--- src/rtl/cpu_irq_pkg.sv ---
package cpu_irq_pkg;
  localparam int REG_W  = 64;
  localparam int REG_AW = 4;
  localparam int CID_W  = 2;
  localparam int NIB_W  = 4;

  localparam int FLD_POST_LSB    = 12;
  localparam int FLD_ACK_LSB     = 8;
  localparam int FLD_TCLR_LSB    = 4;
  localparam int FLD_BERR_BIT    = 28;
  localparam int RD_TMR_LSB      = 4;
  localparam int RD_IPI_LSB      = 8;

  typedef enum logic [REG_AW-1:0] {
    RA_CTRL     = 4'd0,
    RA_IPI_PEND = 4'd1,
    RA_TMR_PEND = 4'd2,
    RA_IPI_POST = 4'd3
  } reg_addr_e;

  function automatic logic [NIB_W-1:0] nibble_at(input logic [REG_W-1:0] w, input int unsigned lsb);
    return w[lsb +: NIB_W];
  endfunction

  function automatic logic [REG_W-1:0] pack_ctrl(input logic [CID_W-1:0] cid,
                                                 input logic [NIB_W-1:0] tmr,
                                                 input logic [NIB_W-1:0] ipi);
    logic [REG_W-1:0] r;
    r = '0;
    r[CID_W-1:0] = cid;
    r[RD_TMR_LSB +: NIB_W] = tmr;
    r[RD_IPI_LSB +: NIB_W] = ipi;
    return r;
  endfunction

  function automatic logic [NIB_W-1:0] next_pend(input logic [NIB_W-1:0] cur,
                                                 input logic [NIB_W-1:0] clr,
                                                 input logic [NIB_W-1:0] set);
    return (cur & ~clr) | set;
  endfunction
endpackage

--- src/rtl/irq_cmd_decode.sv ---
module irq_cmd_decode
  import cpu_irq_pkg::*;
#(
  parameter int NUM_CPU = 4
) (
  input  logic               req_valid,
  input  logic               req_write,
  input  logic [REG_AW-1:0]  req_addr,
  input  logic [REG_W-1:0]   req_wdata,
  input  logic [NUM_CPU-1:0] ipi_pend,
  output logic [NUM_CPU-1:0] ipi_set,
  output logic [NUM_CPU-1:0] ipi_clr,
  output logic [NUM_CPU-1:0] tmr_clr,
  output logic               cmd_err,
  output logic [NUM_CPU-1:0] dup_mask,
  output logic [NUM_CPU-1:0] spur_mask
);
  logic [NIB_W-1:0]   post_nib, ack_nib, tclr_nib;
  logic [NUM_CPU-1:0] post_f, ack_f, tclr_f, mask_f;
  logic               berr_f, any_f;
  logic               unused_bits;

  assign unused_bits = ^req_wdata;

  always_comb begin
    post_nib = nibble_at(req_wdata, FLD_POST_LSB);
    ack_nib  = nibble_at(req_wdata, FLD_ACK_LSB);
    tclr_nib = nibble_at(req_wdata, FLD_TCLR_LSB);
    post_f   = post_nib[NUM_CPU-1:0];
    ack_f    = ack_nib[NUM_CPU-1:0];
    tclr_f   = tclr_nib[NUM_CPU-1:0];
    berr_f   = req_wdata[FLD_BERR_BIT];
    mask_f   = req_wdata[NUM_CPU-1:0];
    any_f    = (|post_f) | (|ack_f) | (|tclr_f) | berr_f;
  end

  always_comb begin
    ipi_set = '0;
    ipi_clr = '0;
    tmr_clr = '0;
    cmd_err = 1'b0;
    if (req_valid) begin
      if (req_write) begin
        case (req_addr)
          RA_CTRL: begin
            if (any_f) begin
              ipi_set = post_f;
              ipi_clr = ack_f;
              tmr_clr = tclr_f;
            end else begin
              cmd_err = 1'b1;
            end
          end
          RA_IPI_PEND: begin
            if (|mask_f) ipi_clr = mask_f;
            else         cmd_err = 1'b1;
          end
          RA_TMR_PEND: begin
            if (|mask_f) tmr_clr = mask_f;
            else         cmd_err = 1'b1;
          end
          RA_IPI_POST: begin
            if (|mask_f) ipi_set = mask_f;
            else         cmd_err = 1'b1;
          end
          default: cmd_err = 1'b1;
        endcase
      end else begin
        cmd_err = (req_addr > RA_IPI_POST);
      end
    end
  end

  // clear-before-post: a post only duplicates what survives the clear
  assign dup_mask  = ipi_set & ipi_pend & ~ipi_clr;
  assign spur_mask = ipi_clr & ~ipi_pend;
endmodule

--- src/rtl/irq_pend_bank.sv ---
module irq_pend_bank
  import cpu_irq_pkg::*;
#(
  parameter int NUM_CPU = 4
) (
  input  logic               clk,
  input  logic               rst_n,
  input  logic [NUM_CPU-1:0] set_mask,
  input  logic [NUM_CPU-1:0] clr_mask,
  output logic [NUM_CPU-1:0] pend
);
  logic [NIB_W-1:0] cur4, set4, clr4, nxt4;

  always_comb begin
    cur4 = '0; set4 = '0; clr4 = '0;
    cur4[NUM_CPU-1:0] = pend;
    set4[NUM_CPU-1:0] = set_mask;
    clr4[NUM_CPU-1:0] = clr_mask;
    nxt4 = next_pend(cur4, clr4, set4);
  end

  always_ff @(posedge clk or negedge rst_n) begin
    if (!rst_n) pend <= '0;
    else        pend <= nxt4[NUM_CPU-1:0];
  end
endmodule

--- src/rtl/irq_read_mux.sv ---
module irq_read_mux
  import cpu_irq_pkg::*;
#(
  parameter int NUM_CPU = 4
) (
  input  logic [REG_AW-1:0]  rd_addr,
  input  logic [CID_W-1:0]   rd_cpu,
  input  logic [NUM_CPU-1:0] ipi_pend,
  input  logic [NUM_CPU-1:0] tmr_pend,
  output logic [REG_W-1:0]   rd_data
);
  logic [NIB_W-1:0] ipi4, tmr4;

  always_comb begin
    ipi4 = '0; tmr4 = '0;
    ipi4[NUM_CPU-1:0] = ipi_pend;
    tmr4[NUM_CPU-1:0] = tmr_pend;
    case (rd_addr)
      RA_CTRL:     rd_data = pack_ctrl(rd_cpu, tmr4, ipi4);
      RA_IPI_PEND: rd_data = REG_W'(ipi4);
      RA_TMR_PEND: rd_data = REG_W'(tmr4);
      default:     rd_data = '0;
    endcase
  end
endmodule

--- src/rtl/cpu_irq_hub.sv ---
module cpu_irq_hub
  import cpu_irq_pkg::*;
#(
  parameter int NUM_CPU = 4
) (
  input  logic               clk,
  input  logic               rst_n,
  input  logic               tick,
  input  logic               req_valid,
  input  logic               req_write,
  input  logic [REG_AW-1:0]  req_addr,
  input  logic [REG_W-1:0]   req_wdata,
  input  logic [CID_W-1:0]   req_cpu,
  output logic               rsp_valid,
  output logic [REG_W-1:0]   rsp_rdata,
  output logic               rsp_err,
  output logic               warn_dup,
  output logic               warn_spur,
  output logic [NUM_CPU-1:0] ipi_irq,
  output logic [NUM_CPU-1:0] tmr_irq
);
  logic [NUM_CPU-1:0] ipi_pend, tmr_pend;
  logic [NUM_CPU-1:0] ipi_set_w, ipi_clr_w, tmr_clr_w, tmr_set_w;
  logic [NUM_CPU-1:0] dup_w, spur_w;
  logic               dec_err_w;
  logic [REG_W-1:0]   rd_w;

  irq_cmd_decode #(.NUM_CPU(NUM_CPU)) dec_i (
    .req_valid (req_valid),
    .req_write (req_write),
    .req_addr  (req_addr),
    .req_wdata (req_wdata),
    .ipi_pend  (ipi_pend),
    .ipi_set   (ipi_set_w),
    .ipi_clr   (ipi_clr_w),
    .tmr_clr   (tmr_clr_w),
    .cmd_err   (dec_err_w),
    .dup_mask  (dup_w),
    .spur_mask (spur_w)
  );

  assign tmr_set_w = {NUM_CPU{tick}};

  irq_pend_bank #(.NUM_CPU(NUM_CPU)) ipi_bank_i (
    .clk (clk), .rst_n (rst_n),
    .set_mask (ipi_set_w), .clr_mask (ipi_clr_w), .pend (ipi_pend)
  );

  irq_pend_bank #(.NUM_CPU(NUM_CPU)) tmr_bank_i (
    .clk (clk), .rst_n (rst_n),
    .set_mask (tmr_set_w), .clr_mask (tmr_clr_w), .pend (tmr_pend)
  );

  irq_read_mux #(.NUM_CPU(NUM_CPU)) rd_i (
    .rd_addr  (req_addr),
    .rd_cpu   (req_cpu),
    .ipi_pend (ipi_pend),
    .tmr_pend (tmr_pend),
    .rd_data  (rd_w)
  );

  always_ff @(posedge clk or negedge rst_n) begin
    if (!rst_n) begin
      rsp_valid <= 1'b0;
      rsp_rdata <= '0;
      rsp_err   <= 1'b0;
      warn_dup  <= 1'b0;
      warn_spur <= 1'b0;
    end else begin
      rsp_valid <= req_valid;
      rsp_err   <= dec_err_w;
      rsp_rdata <= (req_valid && !req_write && !dec_err_w) ? rd_w : '0;
      warn_dup  <= |dup_w;
      warn_spur <= |spur_w;
    end
  end

  assign ipi_irq = ipi_pend;
  assign tmr_irq = tmr_pend;
endmodule

--- config.mk ---
export PLATFORM = sky130hd
export DESIGN_NAME = cpu_irq_hub
export DESIGN_NICKNAME = d
export VERILOG_FILES = /design/src/rtl/cpu_irq_pkg.sv /design/src/rtl/irq_cmd_decode.sv /design/src/rtl/irq_pend_bank.sv /design/src/rtl/irq_read_mux.sv /design/src/rtl/cpu_irq_hub.sv
export SDC_FILE = /design/constraint.sdc
export NUM_CORES = 1
export LEC_CHECK = 0
export CAP_MARGIN = 25
export CORE_MARGIN = 3
export CORE_UTILIZATION = 27
export CTS_CLUSTER_SIZE = 24
export DETAILED_ROUTE_END_ITERATION = 7
export HOLD_SLACK_MARGIN = 0.02
export PLACE_DENSITY = 0.77
export SYNTH_ARGS = -nofsm -noshare
export SYNTH_HDL_FRONTEND = slang
export SYNTH_SLANG_ARGS = --single-unit
--- constraint.sdc ---
create_clock -name clk -period 1 [get_ports clk]
set_input_delay 0.15 -clock clk [delete_from_list [all_inputs] [get_ports clk]]
set_output_delay 0.15 -clock clk [all_outputs]
set_load 0.005 [all_outputs]
---- Yosys cells after proc, flatten, opt, wreduce, memory -nomap -nowiden ----
Cells that the tools add are included.
word-level totals
  output and inout port bits .............. 76
  input bits .............................. 75
  register bits ........................... 76
  word-level logic and storage cells ...... 56
operators by class
  reduce and logical (&&, ||, !) cells .... 12
  multiplexer cells ....................... 20
  equality and inequality tests ........... 3
  bitwise logic cells ..................... 13
  order comparisons ....................... 1
operators with widths
  kind                                                 number
  2-to-1 mux 64 bit                                    1
  2-to-1 mux 4 bit                                     10
  case mux 12 bit (3 select lines)                     1
  case mux 4 bit (2 select lines)                      3
  OR reduction 4 bit                                   6
  AND 4 bit                                            5
  NOT 4 bit                                            3
  == test 4 x 2 -> 1 bit (second input constant)       2
  OR 4 bit                                             2
  == test 4 x 1 -> 1 bit (second input constant)       1
  > comparator 4 x 2 -> 1 bit (second input constant)  1
  logical NOT 4 bit                                    1
  2-to-1 mux 1 bit                                     4
  OR 1 bit                                             3
  OR reduction 3 bit                                   1
  logical AND 1 bit                                    2
  logical NOT 1 bit                                    2
  case mux 1 bit (2 select lines)                      1

---- Logic depth before layout (Yosys ltp) ----
Gate-level depths: netlist of run 1.
  word-level depth ........................ 11
  mapped depth ............................ 6
  mapped depth without buffers ............ 4

---- By module ----
Synthesis of run 1 repeated with hierarchy kept, for this count alone.
unflattened totals
  cells, all modules ...................... 311
  area total of the unflattened synthesis .. 3896.2 sq um
by module, submodules not included
  module          instances  area each (sq um)  cells each  sequential area each (sq um)
  cpu_irq_hub     1          2681.3             155         1701.6
  irq_read_mux    1          559.3              77          0.0
  irq_cmd_decode  1          365.4              55          0.0
  irq_pend_bank   2          145.1              12          100.1

---- Worst setup path before layout of run 1 ----
OpenSTA, ideal clock, no wires.
  path type ............................... input-to-reg
  start point ............................. in req_addr[1]
  end point ............................... reg warn_dup
  stages on the path ...................... 5
  setup slack ............................. -330 ps
  data required time ...................... 863 ps
  buffers on the path ..................... 1
  arrival time ............................ 1193 ps
  library setup time ...................... 137 ps
  cell sequence ........................... buf_6 or3_4 or3_1 nand2_1 o2111ai_1
between the ends
  longest elaborated chain between the ends .. 7
  elaborated cells on any way between the ends .. 13
  classes of those cells .................. eq/ne: 2; mux: 6; bitwise: 3; reduce/logical: 2
ends and longest elaborated chain
  what                                            line                  source
  start, declared                                 cpu_irq_hub.sv:11     input logic [REG_AW-1:0] req_addr,
  == test 4 x 2 -> 1 bit (tied with other cells)  irq_cmd_decode.sv:44  case (req_addr)
  case mux 4 bit (2 select lines)                 irq_cmd_decode.sv:44
  2-to-1 mux 4 bit                                irq_cmd_decode.sv:43  if (req_write) begin
  2-to-1 mux 4 bit                                irq_cmd_decode.sv:42  if (req_valid) begin
  AND 4 bit or NOT 4 bit (tied branches)          irq_cmd_decode.sv:75  assign dup_mask = ipi_set & ipi_pend & ~ipi_clr;
  AND 4 bit *                                     irq_cmd_decode.sv:75
  OR reduction 4 bit *                            cpu_irq_hub.sv:73     warn_dup <= |dup_w;
  end signal, assigned                            cpu_irq_hub.sv:73
  end, declared                                   cpu_irq_hub.sv:17     output logic warn_dup,
Every way passes the cells marked *; elsewhere a longest branch is shown, timed or not.

---- Worst setup path in the final report of run 1 ----
  start point ............................. in req_addr[2]
  end point ............................... reg warn_dup
The elaborated chain is that of the path after synthesis.

==> summary.md, run 1 <==
| Metric | Value |
|---|---|
| Status | finished with violations |
| Failing checks | negative setup slack |
| Final GP Congestion | 0.797 |
| # DRC | 0 |
| Final hold viol count | 0 |
| Max Root-Sink Buffers | 2 |
| FF-to-FF End | warn_dup |
| Core ar. | roughly 5600 um^2 |
| FF-to-FF path depth | 4 |
| Initial Util | 28.1% |
| WP depth | 5 |
| PwrDens | 1100 nW/um^2 |
| CP Cell Sequence | buf_6, or3_4, or3_4, nand2_4, o2111ai_2 |
| Main flop type after synthesis | dfrtp_1 |
| Post-synth ARST share | 100% |
| Initial antenna violation count | 0 |
| Area of the mapped netlist | 1570 um^2 |
| Post-synthesis register bit count | 24 |
| Clk network pwr share | 25.9% |
| TritonCTS clock tree | yes |
| Sw frac | 27.9% |
| First-pass GRT wire length | 5630 um |
| Fin crit period | around 1100 ps |
| Vias | 1357 |
| Slew Limit Fails | 0 |
| Crit-path leading delay family | simple AND/OR/NAND/NOR gates |
| Area after DPL | 2160 um^2 |
| Worst stage delay on the critical path | 410 ps |
| Vias in the first global route | approximately 1200 |
| Register area share after synthesis | 38.3% |
| Hold Crit Class | in2async |
| Vias/cell | 4.23 |
| WP data arrival | around 1200 ps |
| Root Buffer Master | clkbuf_8 |
| Port-buffer cells | 51 |
| Fraction of layout cells with a size suffix above 1 | between 30% and 40% |
| Critical path's most frequent cell | or3_4 |
| Reg2Reg Launch Point | ipi_bank_i.pend[0] |
| Unrepaired setup endpoints after global routing | yes |
| Synth unique cells | 32 |
| Post-route antenna net violation count | 0 |
| Core Util, Final | 40.6% |
| Io pins | 151 |
| Setup crit end | warn_dup |
| Final hold slack | 242 ps |
| CP Class | in2reg |
| F_max | 905 MHz |
| Bufs and invs on worst path | 1 |
| Num CTS Buffers | 3 |
| Flop pwr share | 42.6% |
| Die footprint | 6760 um^2 |
| Chip Width | around 82 um |
| Syn Inst Count | roughly 160 |
| Worst-path fanout max | 4 |
| Max-cap viol count | 0 |
| CP max-delay cell | or3_4 |
| Final Cycle Share | 110% |
| Commonest cells after routing, fill and taps aside | 52 x conb_1, 30 x buf_4, 24 x dfrtp_1 |
| Pin count of the biggest net entering global routing | 25 |
| Global Route Usage Sum | a little over a tenth |
| Peak supply drop | approximately 0.45 mV |
| FF-to-FF setup slack | -100 ps |
| Post-synth EDFFs | 0 |
| Mean Syn Cell Area | ~9.6 um^2 |
| Final wirelength | between 4000 and 5000 um |
| Int Pwr | 1790 uW |
| YS warnings | 0 |
| NetSw | 694 uW |
| Rows | 27 |
| GRT overflow | 0 |
| Commonest non-fill, non-tap cell in the layout | conb_1 |
| Clock-pin slew on the worst setup and hold paths | 80 ps |
| Worst skew pair latency | 260 ps |
| Part of the power in combinational logic | 31.5% |
| Final setup fails | 5 |
| DR pass1 iterations | 4 |
| Htree depth | 1 |
| Antenna diode count | 0 |
| Worst Path Required | 1130 ps |
| P_leak | 0.00116 uW |
| Syn-to-layout area delta | 44.3% |
| Hpwl dp | between 3000 and 4000 um |
| Fill cells | 524 |
| Final instance area | 2260 um^2 |
| Nets | 325 |
| CP endpoint kind | flop |
| Clk sinks | 24 |
| Iter 0 DRT Violations | 42 |
| Die height | about 80 um |
| Clk_skew | 1.44 ps |
| PnR worst setup slack | -105 ps |
| Worst Setup SP | req_addr[2] |
| Startpoint Class | input port |
| Routed len/inst | roughly 13 um |
power groups by stage:
stage	clock [uW]	combinational (uW)	sequential, uW
6_report	644	781	1060
3_3_place_gp	0	634	1100
3_5_place_dp	0	652	1100
4_1_cts	644	699	1060
2_1_floorplan	0	356	1100
5_1_grt	705	842	1060
flip-flops by register name (all words and copies together), names as in the netlist:
| signal | count |
|---|---|
| ipi_bank_i.pend | 4 |
| rsp_err | 1 |
| rsp_rdata | 12 |
| rsp_valid | 1 |
| tmr_bank_i.pend | 4 |
| warn_dup | 1 |
| warn_spur | 1 |
routing by layer:
| layer | vias to the layer above | routed length (um) | part of all wire, % | global-route usage (%) |
|---|---|---|---|---|
| met2 | 87 | 2060 | 50 | 19.6 |
| met1 | 630 | 1450 | 35 | 11.6 |
| met5 | - | 0 | 0 | 0 |
| met4 | 0 | 114 | 2.8 | 5.98 |
| li1 | 629 | - | - | - |
| met3 | 11 | 467 | 11 | 2.49 |
what timing repair did:
item	in CTS	in global routing
setup buffers	7	2
pin swaps	11	17
cloned	1	0
resized for setup	118	28
hold buffers	0	0
endpoints found under the setup margin	47	24
synthesized netlist by cell type (2+ instances only):
library cell  number  area [um^2]
a22oi_1            4         30.0
dfrtp_1           24          601
buf_4             52          390
and2_1             9         56.3
or3_1              3         18.8
nor4_1             4         25.0
o31ai_1            3         22.5
nor2b_1            2         12.5
nand2_1            5         18.8
nor3_1             4         20.0
nand2b_1           5         31.3
buf_6              3         33.8
nor2_1             9         33.8
mux2i_1           10          100
o21ai_0            8         40.0
a21oi_1            2         10.0
kinds of logic after synthesis:
family / synth area share (%)
compound gates: 9.74
buf+inv: 27.4
flops: 38.3
mux: 6.38
other cells: 0.239
simple gates: 18.0
worst register-to-register path, delay by kind of cell, from the launching register on:
kind	cells	cell delay [ps]
AO/OA/AOI/OAI	2	170
flip-flops	1	350
AND/OR/NAND/NOR	1	370
buffers and inverters	1	130
worst min-delay path by stage:
stage,startpoint,endpoint,cells past startpoint
floorplan,rst_n,ipi_bank_i.pend[0],0
global placement,rst_n,rsp_rdata[2],2
detailed placement,rst_n,rsp_rdata[2],2
CTS,rst_n,rsp_rdata[2],2
global route,rst_n,rsp_rdata[3],2
finish,rst_n,rsp_rdata[0],2
layout make-up:
class                      instances  area [um^2]  share of cell area (%)
multi-input combinational        134          840                    37.1
timing repair buffer              87          677                    29.9
sequential                        24          601                    26.5
tap                               72         90.1                    3.98
clock buffer                       4         55.1                    2.43
per-stage QoR:
step           power (uW)  TNS (ps)  worst slack (ps)  cells
5_1_grt              2610      -515              -128    321
3_3_place_gp         1730    -12000              -696    309
6_report             2480      -300              -105    321
3_5_place_dp         1750    -12570              -727    309
4_1_cts              2400      -125             -95.2    320
2_1_floorplan        1460      -692              -228    214
No activity file was read; power rests on OpenSTA's default activity.
==> run 2, diff against run 1 <==
--- a/config.mk
+++ b/config.mk
@@ -5,9 +5,10 @@
 export SDC_FILE = /design/constraint.sdc
 export NUM_CORES = 1
 export LEC_CHECK = 0
-export CAP_MARGIN = 25
+export ABC_AREA = 1
+export CAP_MARGIN = 0
 export CORE_MARGIN = 3
-export CORE_UTILIZATION = 27
+export CORE_UTILIZATION = 28
 export CTS_CLUSTER_SIZE = 24
 export DETAILED_ROUTE_END_ITERATION = 7
 export HOLD_SLACK_MARGIN = 0.02
==> summary.md, run 2 <==
| Metric | Value |
|---|---|
| Pin count of the biggest net entering global routing | 25 |
| YS warnings | 0 |
| Syn-to-layout area delta | 45.0% |
| Total placed cells including tap cells | between 300 and 400 |
| Top Layer Used | met4 |
| Mean Syn Cell Area | 7.63 um^2 |
| Worst Path Required | 1200 ps |
| Final instance count without filler cells | 365 |
| Initial antenna violation count | 0 |
| Vias in the first global route | 1513 |
| DR pass1 iterations | 4 |
| WL met1 | 1740 um |
| Post-synthesis register bit count | 24 |
| Slew Limit Fails | 0 |
| P_leak | between 0.001 and 0.0015 uW |
| Leading cell type by number of instances after synthesis | buf_4 |
| Top reg by flops | rsp_rdata |
| Root Buffer Master | clkbuf_8 |
| Max-cap viol count | 0 |
| Routed len/inst | 12.3 um |
| Syn Inst Count | 219 |
| Vias | 1532 |
| Final Cycle Share | 97.4% |
| Post-CTS Hold Buffers | 0 |
| Area of the mapped netlist | 1670 um^2 |
| Final GP Congestion | 0.918 |
| Die height | ~83 um |
| Final wirelength | 4480 um |
| Peak supply drop | ~0.66 mV |
| Largest cells by area after synthesis | dfrtp_1 36%, buf_4 24%, nand2_1 9.0%, nand3_1 6.9%, inv_1 6.1% |
| Max Root-Sink Buffers | 2 |
| Startpoint Class | input port |
| Hpwl dp | ~3300 um |
| CP endpoint kind | flop |
| Post-route antenna net violation count | 0 |
| Core ar. | 5640 um^2 |
| Main flop type after synthesis | dfrtp_1 |
| First-pass GRT wire length | 7120 um |
| Status | complete, no violations |
| Worst skew pair latency | 260 ps |
| Post-synth EDFFs | 0 |
| Htree depth | 1 |
| GRT overflow | 0 |
| Nets | 370 |
| # DRC | 0 |
| Die footprint | 6930 um^2 |
| Top cells by count, synth | 53 x buf_4, 40 x nand2_1, 27 x inv_1, 24 x dfrtp_1, 23 x nand3_1 |
| Max FFs per register | 12 |
| Global Route Usage Sum | 12.4% |
| Io pins | 151 |
| Worst-path fanout max | 5 |
| Hold Crit Class | in2reg |
| PwrDens | 960 nW/um^2 |
| Fin crit period | 974 ps |
| Fill cells | about 550 |
| Met2 WL | between 2000 and 2500 um |
| CP Class | in2reg |
| Chip Width | 83.2 um |
| Register area share after synthesis | 36.0% |
| Commonest non-fill, non-tap cell in the layout | conb_1 |
| WP data arrival | 1180 ps |
| Place WS | -608 ps |
| Fraction of layout cells with a size suffix above 1 | 33.1% |
| Unrepaired setup endpoints after global routing | yes |
| Synth unique cells | 19 |
| TritonCTS clock tree | yes |
| Clk_skew | 2.90 ps |
| Clk sinks | 24 |
| F_max | 1030 MHz |
| Iter 0 DRT Violations | between 60 and 70 |
| Port-buffer cells | around 50 |
| Initial Util | 29.6% |
| Rows | 27 |
| Post-synth ARST share | 100% |
| Antenna diode count | 0 |
| Final setup fails | 0 |
| Biggest regs | rsp_rdata x12, ipi_bank_i.pend x4, tmr_bank_i.pend x4 |
| Share of the synthesized area in the top cell type | 36.0% |
| Routed wl met3 | around 390 um |
| Cell accounting for the most synthesized area | dfrtp_1 |
| PnR worst setup slack | 26.0 ps |
| Commonest cells after routing, fill and taps aside | 52 x conb_1, 33 x nand2_1, 24 x dfrtp_1 |
| Clock-pin slew on the worst setup and hold paths | 70 ps |
| Vias/cell | between 4 and 5 |
| Final hold viol count | 0 |
| Num CTS Buffers | 3 |
-- run 2: cell count changes after synthesis, sizes merged, moves of 6 or more --
| cell | delta |
|---|---|
| nand2 | +35 |
| inv | +29 |
| nand3 | +23 |
| mux2i | -10 |
| and2 | -9 |
| nor2 | +6 |
| nor3 | +6 |
| o22ai | +6 |
-- run 2: per-stage QoR --
stage / power, uW / TNS [ps] / cell area, um^2 / util [%] / hold slack [ps]
floorplan: 1450 / 0 / 1860 / - / -146
global route: 2450 / -104 / 2420 / 42.9 / 222
global placement: 1730 / -10530 / 2220 / 39.3 / 513
finish: 2330 / 0 / 2420 / 42.9 / 209
CTS: 2300 / -31.8 / 2380 / 42.1 / 210
detailed placement: 1740 / -11420 / 2220 / 39.3 / 520
-- run 2: final timing paths --
kind,slack (ps),cells past startpoint,endpoint,from
max in group asynchronous,630,2,rsp_rdata[8],rst_n
min in group asynchronous,230,2,ipi_bank_i.pend[0],rst_n
min,210,1,rsp_valid,req_valid
max,30,10,warn_dup,req_addr[3]
max reg2reg,60,5,rsp_rdata[1],ipi_bank_i.pend[1]
min reg2reg,580,3,tmr_bank_i.pend[1],tmr_bank_i.pend[1]
-- run 2: kinds of logic (layout without fill, tap and decap cells) --
| logic type | after synthesis | in the layout | share of synthesized area, % |
|---|---|---|---|
| buffers and inverters | 86 | 109 | 32.3 |
| flip-flops | 24 | 24 | 36.0 |
| AO/OA/AOI/OAI | 18 | 18 | 6.97 |
| AND/OR/NAND/NOR | 90 | 90 | 24.6 |
| other | 1 | 52 | 0.225 |
-- run 2: where the power goes --
group	switching (uW)	total, uW	internal, uW
clock	278	547	269
combinational	401	718	317
sequential	32.0	1060	1030
-- run 2: cell type report --
| class | instances | area [um^2] | area share [%] |
|---|---|---|---|
| clock buffers | 3 | 41.3 | 1.70 |
| multi-input cells | 160 | 891 | 36.8 |
| inverters | 29 | 116 | 4.80 |
| flip-flops and latches | 24 | 601 | 24.8 |
| well taps | 72 | 90.1 | 3.72 |
| repair buffers | 77 | 683 | 28.2 |
-- run 2: layer usage --
metal | vias up | GRT usage (%)
li1 | 736 | -
met1 | 701 | 14.8
met2 | 87 | 21.1
met3 | 8 | 2.78
met4 | 0 | 5.94
met5 | - | 0
-- run 2: critical path, cell delays in order --
cell and delay, ps:
buf_2 110, nor2_4 180, buf_6 160, buf_6 120
nand3_2 70, nand2_2 80, nand3_1 80, nor2_1 120
nor2_1 60, nand2_1 50
-- run 2: repair_timing --
item	in CTS	in global routing
setup endpoints to repair	47	25
cloned	2	0
buffers inserted	5	3
resized for setup	111	55
pin swaps	14	25
==> run 3, diff against run 2 <==
--- a/config.mk
+++ b/config.mk
@@ -9,6 +9,7 @@
 export CAP_MARGIN = 0
 export CORE_MARGIN = 3
 export CORE_UTILIZATION = 28
+export CTS_CLUSTER_DIAMETER = 50
 export CTS_CLUSTER_SIZE = 24
 export DETAILED_ROUTE_END_ITERATION = 7
 export HOLD_SLACK_MARGIN = 0.02
==> results of run 3 <==
The final DEF is identical to that of run 2; final timing and power are the same.
